===== src/rtl/xbs_pkg.sv =====
package xbs_pkg;

  // Per-machine-cycle attributes captured at the cycle boundary
  typedef struct packed {
    logic valid;   // a real cycle has been captured since reset
    logic xdata;   // external data access
    logic ctab;    // code-table read
    logic xexec;   // executing from external program memory
    logic aledis;  // address-latch disable control
  } cyc_flags_t;

  // Next phase value with wrap
  function automatic int phase_after(input int p, input int last);
    return (p >= last) ? 0 : p + 1;
  endfunction

  // True when phase p lies inside [ofs, ofs+w)
  function automatic logic in_slot(input int p, input int ofs, input int w);
    return (p >= ofs) && (p < ofs + w);
  endfunction

  // Is the address-latch pulse of half h permitted in this cycle
  function automatic logic ale_half_ok(input cyc_flags_t f, input int h);
    logic gate_open;
    gate_open = !f.aledis || f.xexec || f.xdata || f.ctab;
    return f.valid && gate_open && !(h == 1 && f.xdata);
  endfunction

  // Is the program-store read permitted in this cycle
  function automatic logic psen_ok(input cyc_flags_t f);
    return f.valid && f.xexec && !f.xdata;
  endfunction

endpackage


===== src/rtl/xbs_phase_ctr.sv =====
module xbs_phase_ctr #(
  parameter int CYC_LEN = 12,
  localparam int PW = $clog2(CYC_LEN),
  localparam int LAST = CYC_LEN - 1
) (
  input  logic          clk,
  input  logic          rst,
  output logic [PW-1:0] phase,
  output logic          wrap
);
  import xbs_pkg::*;

  assign wrap = (int'(phase) == LAST);

  always_ff @(posedge clk) begin
    if (rst) phase <= '0;
    else     phase <= PW'(phase_after(int'(phase), LAST));
  end


  phase_range_chk: assert property (@(posedge clk) disable iff (rst)
    int'(phase) <= LAST);


  phase_step_chk: assert property (@(posedge clk) disable iff (rst)
    (!wrap && !$past(rst)) |=> (phase == $past(phase) + 1'b1));


  phase_wrap_chk: assert property (@(posedge clk) disable iff (rst)
    wrap |=> (phase == '0));

endmodule


===== src/rtl/xbs_cycle_latch.sv =====
module xbs_cycle_latch (
  input  logic                clk,
  input  logic                rst,
  input  logic                wrap,
  input  logic                xdata_in,
  input  logic                ctab_in,
  input  logic                xexec_in,
  input  logic                aledis_in,
  output xbs_pkg::cyc_flags_t flags
);
  import xbs_pkg::*;

  always_ff @(posedge clk) begin
    if (rst) begin
      flags <= '0;
    end else if (wrap) begin
      flags.valid  <= 1'b1;
      flags.xdata  <= xdata_in;
      flags.ctab   <= ctab_in;
      flags.xexec  <= xexec_in;
      flags.aledis <= aledis_in;
    end
  end


  mid_cycle_hold_chk: assert property (@(posedge clk) disable iff (rst)
    !wrap |=> $stable(flags));

endmodule


===== src/rtl/xbs_strobe_dec.sv =====
module xbs_strobe_dec #(
  parameter int CYC_LEN = 12,
  parameter int STRB_W = 2,
  parameter int ALE_OFS = 0,
  parameter int PSEN_OFS = 3,
  localparam int PW = $clog2(CYC_LEN),
  localparam int HALF = CYC_LEN / 2
) (
  input  logic                clk,
  input  logic                rst,
  input  logic [PW-1:0]       phase,
  input  xbs_pkg::cyc_flags_t flags,
  output logic [1:0]          ale_slot,
  output logic [1:0]          psen_slot
);
  import xbs_pkg::*;

  for (genvar h = 0; h < 2; h++) begin : g_half
    localparam int BASE = h * HALF;
    assign ale_slot[h]  = in_slot(int'(phase), BASE + ALE_OFS, STRB_W)
                          && ale_half_ok(flags, h);
    assign psen_slot[h] = in_slot(int'(phase), BASE + PSEN_OFS, STRB_W)
                          && psen_ok(flags);
  end


  xdata_second_ale_chk: assert property (@(posedge clk) disable iff (rst)
    flags.xdata |-> !ale_slot[1]);


  xdata_no_psen_chk: assert property (@(posedge clk) disable iff (rst)
    flags.xdata |-> (psen_slot == 2'b00));


  psen_needs_exec_chk: assert property (@(posedge clk) disable iff (rst)
    (psen_slot != 2'b00) |-> flags.xexec);


  ale_disabled_chk: assert property (@(posedge clk) disable iff (rst)
    (flags.aledis && !flags.xexec && !flags.xdata && !flags.ctab)
      |-> (ale_slot == 2'b00));

endmodule


===== src/rtl/xbus_strobe_gen.sv =====
module xbus_strobe_gen #(
  parameter int CYC_LEN = 12,
  parameter int STRB_W = 2,
  parameter int ALE_OFS = 0,
  parameter int PSEN_OFS = 3,
  localparam int PW = $clog2(CYC_LEN)
) (
  input  logic          clk,
  input  logic          rst,
  input  logic          xdata_cyc,
  input  logic          ctab_cyc,
  input  logic          ext_exec,
  input  logic          ale_dis,
  output logic          ale,
  output logic          psen_n,
  output logic [PW-1:0] mc_phase
);
  import xbs_pkg::*;

  logic       wrap;
  cyc_flags_t cur_flags;
  logic [1:0] ale_slot;
  logic [1:0] psen_slot;

  xbs_phase_ctr #(.CYC_LEN(CYC_LEN)) u_phase (
    .clk   (clk),
    .rst   (rst),
    .phase (mc_phase),
    .wrap  (wrap)
  );

  xbs_cycle_latch u_latch (
    .clk       (clk),
    .rst       (rst),
    .wrap      (wrap),
    .xdata_in  (xdata_cyc),
    .ctab_in   (ctab_cyc),
    .xexec_in  (ext_exec),
    .aledis_in (ale_dis),
    .flags     (cur_flags)
  );

  xbs_strobe_dec #(
    .CYC_LEN  (CYC_LEN),
    .STRB_W   (STRB_W),
    .ALE_OFS  (ALE_OFS),
    .PSEN_OFS (PSEN_OFS)
  ) u_dec (
    .clk       (clk),
    .rst       (rst),
    .phase     (mc_phase),
    .flags     (cur_flags),
    .ale_slot  (ale_slot),
    .psen_slot (psen_slot)
  );

  assign ale    = |ale_slot;
  assign psen_n = ~|psen_slot;


  strobe_overlap_chk: assert property (@(posedge clk) disable iff (rst)
    !(ale && !psen_n));


  dormant_quiet_chk: assert property (@(posedge clk) disable iff (rst)
    !cur_flags.valid |-> (!ale && psen_n));

endmodule


===== config.mk =====
export PLATFORM = sky130hd
export DESIGN_NAME = xbus_strobe_gen
export DESIGN_NICKNAME = d
export VERILOG_FILES = /design/src/rtl/xbs_pkg.sv /design/src/rtl/xbs_phase_ctr.sv /design/src/rtl/xbs_cycle_latch.sv /design/src/rtl/xbs_strobe_dec.sv /design/src/rtl/xbus_strobe_gen.sv
export SDC_FILE = /design/constraint.sdc
export NUM_CORES = 1
export LEC_CHECK = 0
export ABC_CLOCK_PERIOD_IN_PS = 1400
export BUFFER_PORTS_ARGS = -buffer_cell sky130_fd_sc_hd__buf_4
export CORE_MARGIN = 3
export CORE_UTILIZATION = 30
export CTS_CLUSTER_SIZE = 16
export DETAILED_ROUTE_END_ITERATION = 8
export PLACE_DENSITY_LB_ADDON = 0.2
export SETUP_SLACK_MARGIN = 0.15
export SLEW_MARGIN = 25
export SYNTH_ARGS = -nofsm -noshare
export SYNTH_HDL_FRONTEND = slang
export SYNTH_SLANG_ARGS = --single-unit

===== constraint.sdc =====
create_clock -name clk -period 1.4 [get_ports clk]
set_clock_uncertainty 0.05 [all_clocks]
set_input_delay 0.07 -clock clk [delete_from_list [all_inputs] [get_ports clk]]
set_output_delay 0.07 -clock clk [all_outputs]
set_load 0.03 [all_outputs]

==> qor.yml <==
global_route:
  antenna_found_initial: 0
  grt_overflow_total: 0
  grt_max_degree: 10
  grt_pass1_wl_mm: 1.78
  grt_usage_pct: 12.1
  grt_pass1_vias: 404
logic_synthesis:
  ys_top_cells_by_count: "dfxtp_1, nor2_1, a21oi_1, mux2i_1"
  netlist_area_sq_um: 445
  synth_cell_types: 21
  synth_seq_area_share_pct: 40.4
  yosys_warnings: 0
  ys.flop_type: "dfxtp_1"
  synth_area_leaders: "dfxtp_1, mux2i_1, ha_1, nor2_1, a21oi_1"
  synth-edff-count: 0
  synth_fp_nets: 57
  synth_top_area_cell: "dfxtp_1"
  ys_ff_latch: 9
  synth.avg_cell_area_sq_um: 9.28
  synth.most_common_cell: "dfxtp_1"
  synthArstFlopShare_pct: 0
  synth_top_area_share_pct: 40.4
  synthCells: 48
setup_path:
  critPathMaxFanout: 6
  crit_path_end_kind: "output port"
  arrival_ns: 1.38
  worstPathRequired_ns: 1.28
  startpoint: "u_phase.phase[0]"
  worstReg2RegStart: "u_phase.phase[0]"
  critPathKind: "flip-flop to output port"
  critPathLaunchType: "flip-flop"
finish:
  diodes: 0
  nets: 78
  drive_gt1_share_pct: 52.9
  final_cell_count_no_fill: 83
  area_delta_synth_final_pct: 62.1
min_path:
  min-delay-start: "ale_dis"
  hold_path.class: "primary input to flip-flop"
route:
  wl_microns: 952
  drtIter0Drc: 3
  route.detailed.drc: 0
  viasPerCell: 4.98
  firstDrtPassIters: 2
  vias: 413
  wl_per_cell_microns: 11.5
  drtAntennaViolNets: 0
placed_design:
  place.gp.congestion: 0.701
  post-place-cells: 72
  hpwlAfterDp_microns: 628
  port_buffers: 11
  preCtsSetupSlack_ns: 0.0259
timing:
  slew_violations: 0
  tns_ns: -0.162
  slew_headroom_pct: 64.8
  period_minus_slack_ns: 1.50
  setup_viol_count_final: 2
  worst_slew_pin_slew_ns: 0.521
  period_share_pct: 107
  rsz0062_at_grt: "yes"
  hold_viol_final: 0
  fmax_mhz: 668
  worst_slack_ns: -0.0965
pwr:
  p_seq_share_pct: 46.0
  switchingPower_mw: 0.159
  clkPwrFrac_pct: 31.6
  p_int_mw: 0.442
  p_comb_share_pct: 22.5
  power_per_cell_area_nw_per_um2: 832
  vdd_drop_max_mv: 0.449
  leakagePower_nw: 0.309
  switching_share_pct: 26.5
outcome:
  violations: "setup timing"
  status: "finished, violations left"
clock_network:
  insertion_delay_ns: 0.25
  cts-root-buf: "clkbuf_4"
  cts-buffers-inserted: 3
  clock_sinks: 9
  cts_max_path_buffers: 2
  cts_tree: "yes"
  cts_max_level: 1
  clk_pin_slew_ns: 0.06
floorplan:
  core_sq_um: 1350
  fp-row-count: 13
  floorplan.initialDensity_pct: 33.0
  die_y_microns: 44.5
  num_io_pins: 12
  die_x_microns: 44.5
  die-area_sq_um: 1980
flow_run:
  drv_cap: 0
[state kept, by name (all words and copies together), names as in the netlist]
register and flops:
u_latch.flags 5, u_phase.phase 4
[layout make-up]
class	count	area, sq um
Multi-Input combinational cell	34	327
Timing Repair Buffer	18	144
Sequential cell	9	193
Tap cell	15	18.8
Fill cell	123	628
Inverter	3	13.8
Clock buffer	4	26.3
[power groups by stage]
| stage | registers [mW] | clock network, mW | logic [mW] |
|---|---|---|---|
| after floorplan | 0.293 | 0 | 0.0468 |
| final | 0.276 | 0.190 | 0.135 |
| after global routing | 0.278 | 0.213 | 0.147 |
| after detailed placement | 0.284 | 0 | 0.0827 |
| after global placement | 0.284 | 0 | 0.0819 |
| after CTS | 0.275 | 0.197 | 0.131 |
[repair_timing]
| action | CTS | global route |
|---|---|---|
| pin swaps | 3 | 2 |
| endpoints found under the setup margin | 7 | 6 |
| hold endpoints to repair | 3 | 0 |
| buffers inserted | 5 | 0 |
| hold buffers | 2 | 0 |
| gates resized for setup | 13 | 1 |
| gates cloned | 0 | 0 |
[worst max-delay path: stages, from the launching register on]
cell      delay [ns]
dfxtp_4         0.37
ha_2            0.28
nand2b_1        0.07
a21oi_1         0.18
o21ai_2         0.08
buf_6           0.14
[per-layer routing]
layer  part of all wire (%)  vias to the layer above  track usage, %
li1                       -                      214               -
met1                     50                      194            16.9
met2                     46                        5            17.8
met3                    3.6                        0            3.66
met4                      0                        0            3.61
met5                      0                        -               0
[cell usage in the layout (no fill, tap or decap), types with 2 or more instances in the layout]
cell type / instances
nand2_1: 2
nor2b_4: 2
dlygate4sd3_1: 2
nor2_1: 5
mux2i_1: 4
dfxtp_4: 3
buf_4: 15
clkbuf_4: 3
a21oi_1: 3
ha_4: 2
dfxtp_1: 5
[metrics by stage]
stage               hold WS (ns)  area (sq um)  total power [mW]  utilization [%]
floorplan                  0.164           494             0.340                -
global placement           0.249           581             0.366             43.0
detailed placement         0.258           581             0.367             43.0
CTS                      0.00192           717             0.603             53.1
global route              0.0209           722             0.638             53.5
finish                   0.00446           722             0.601             53.5
[path summary, 6_finish.rpt]
check                           to  slack (ns)  depth (start not counted)
hold / removal    u_latch.flags[0]       0.004                          3
setup / recovery            psen_n        -0.1                          5
hold reg to reg   u_latch.flags[0]        0.44                          2
setup reg to reg  u_latch.flags[1]        0.14                          4
[cells by family after synthesis]
logic type / count (synthesis) / synth area share, %
and+or+nand+nor: 20 / 27.5
DFF: 9 / 40.4
AOI/OAI and AO/OA: 6 / 6.74
buffers and inverters: 5 / 5.90
muxes: 4 / 8.99
adders and majority gates: 3 / 8.43
xor gates and xnor gates: 1 / 1.97
Note: power is estimated with default switching activity, not from simulation.
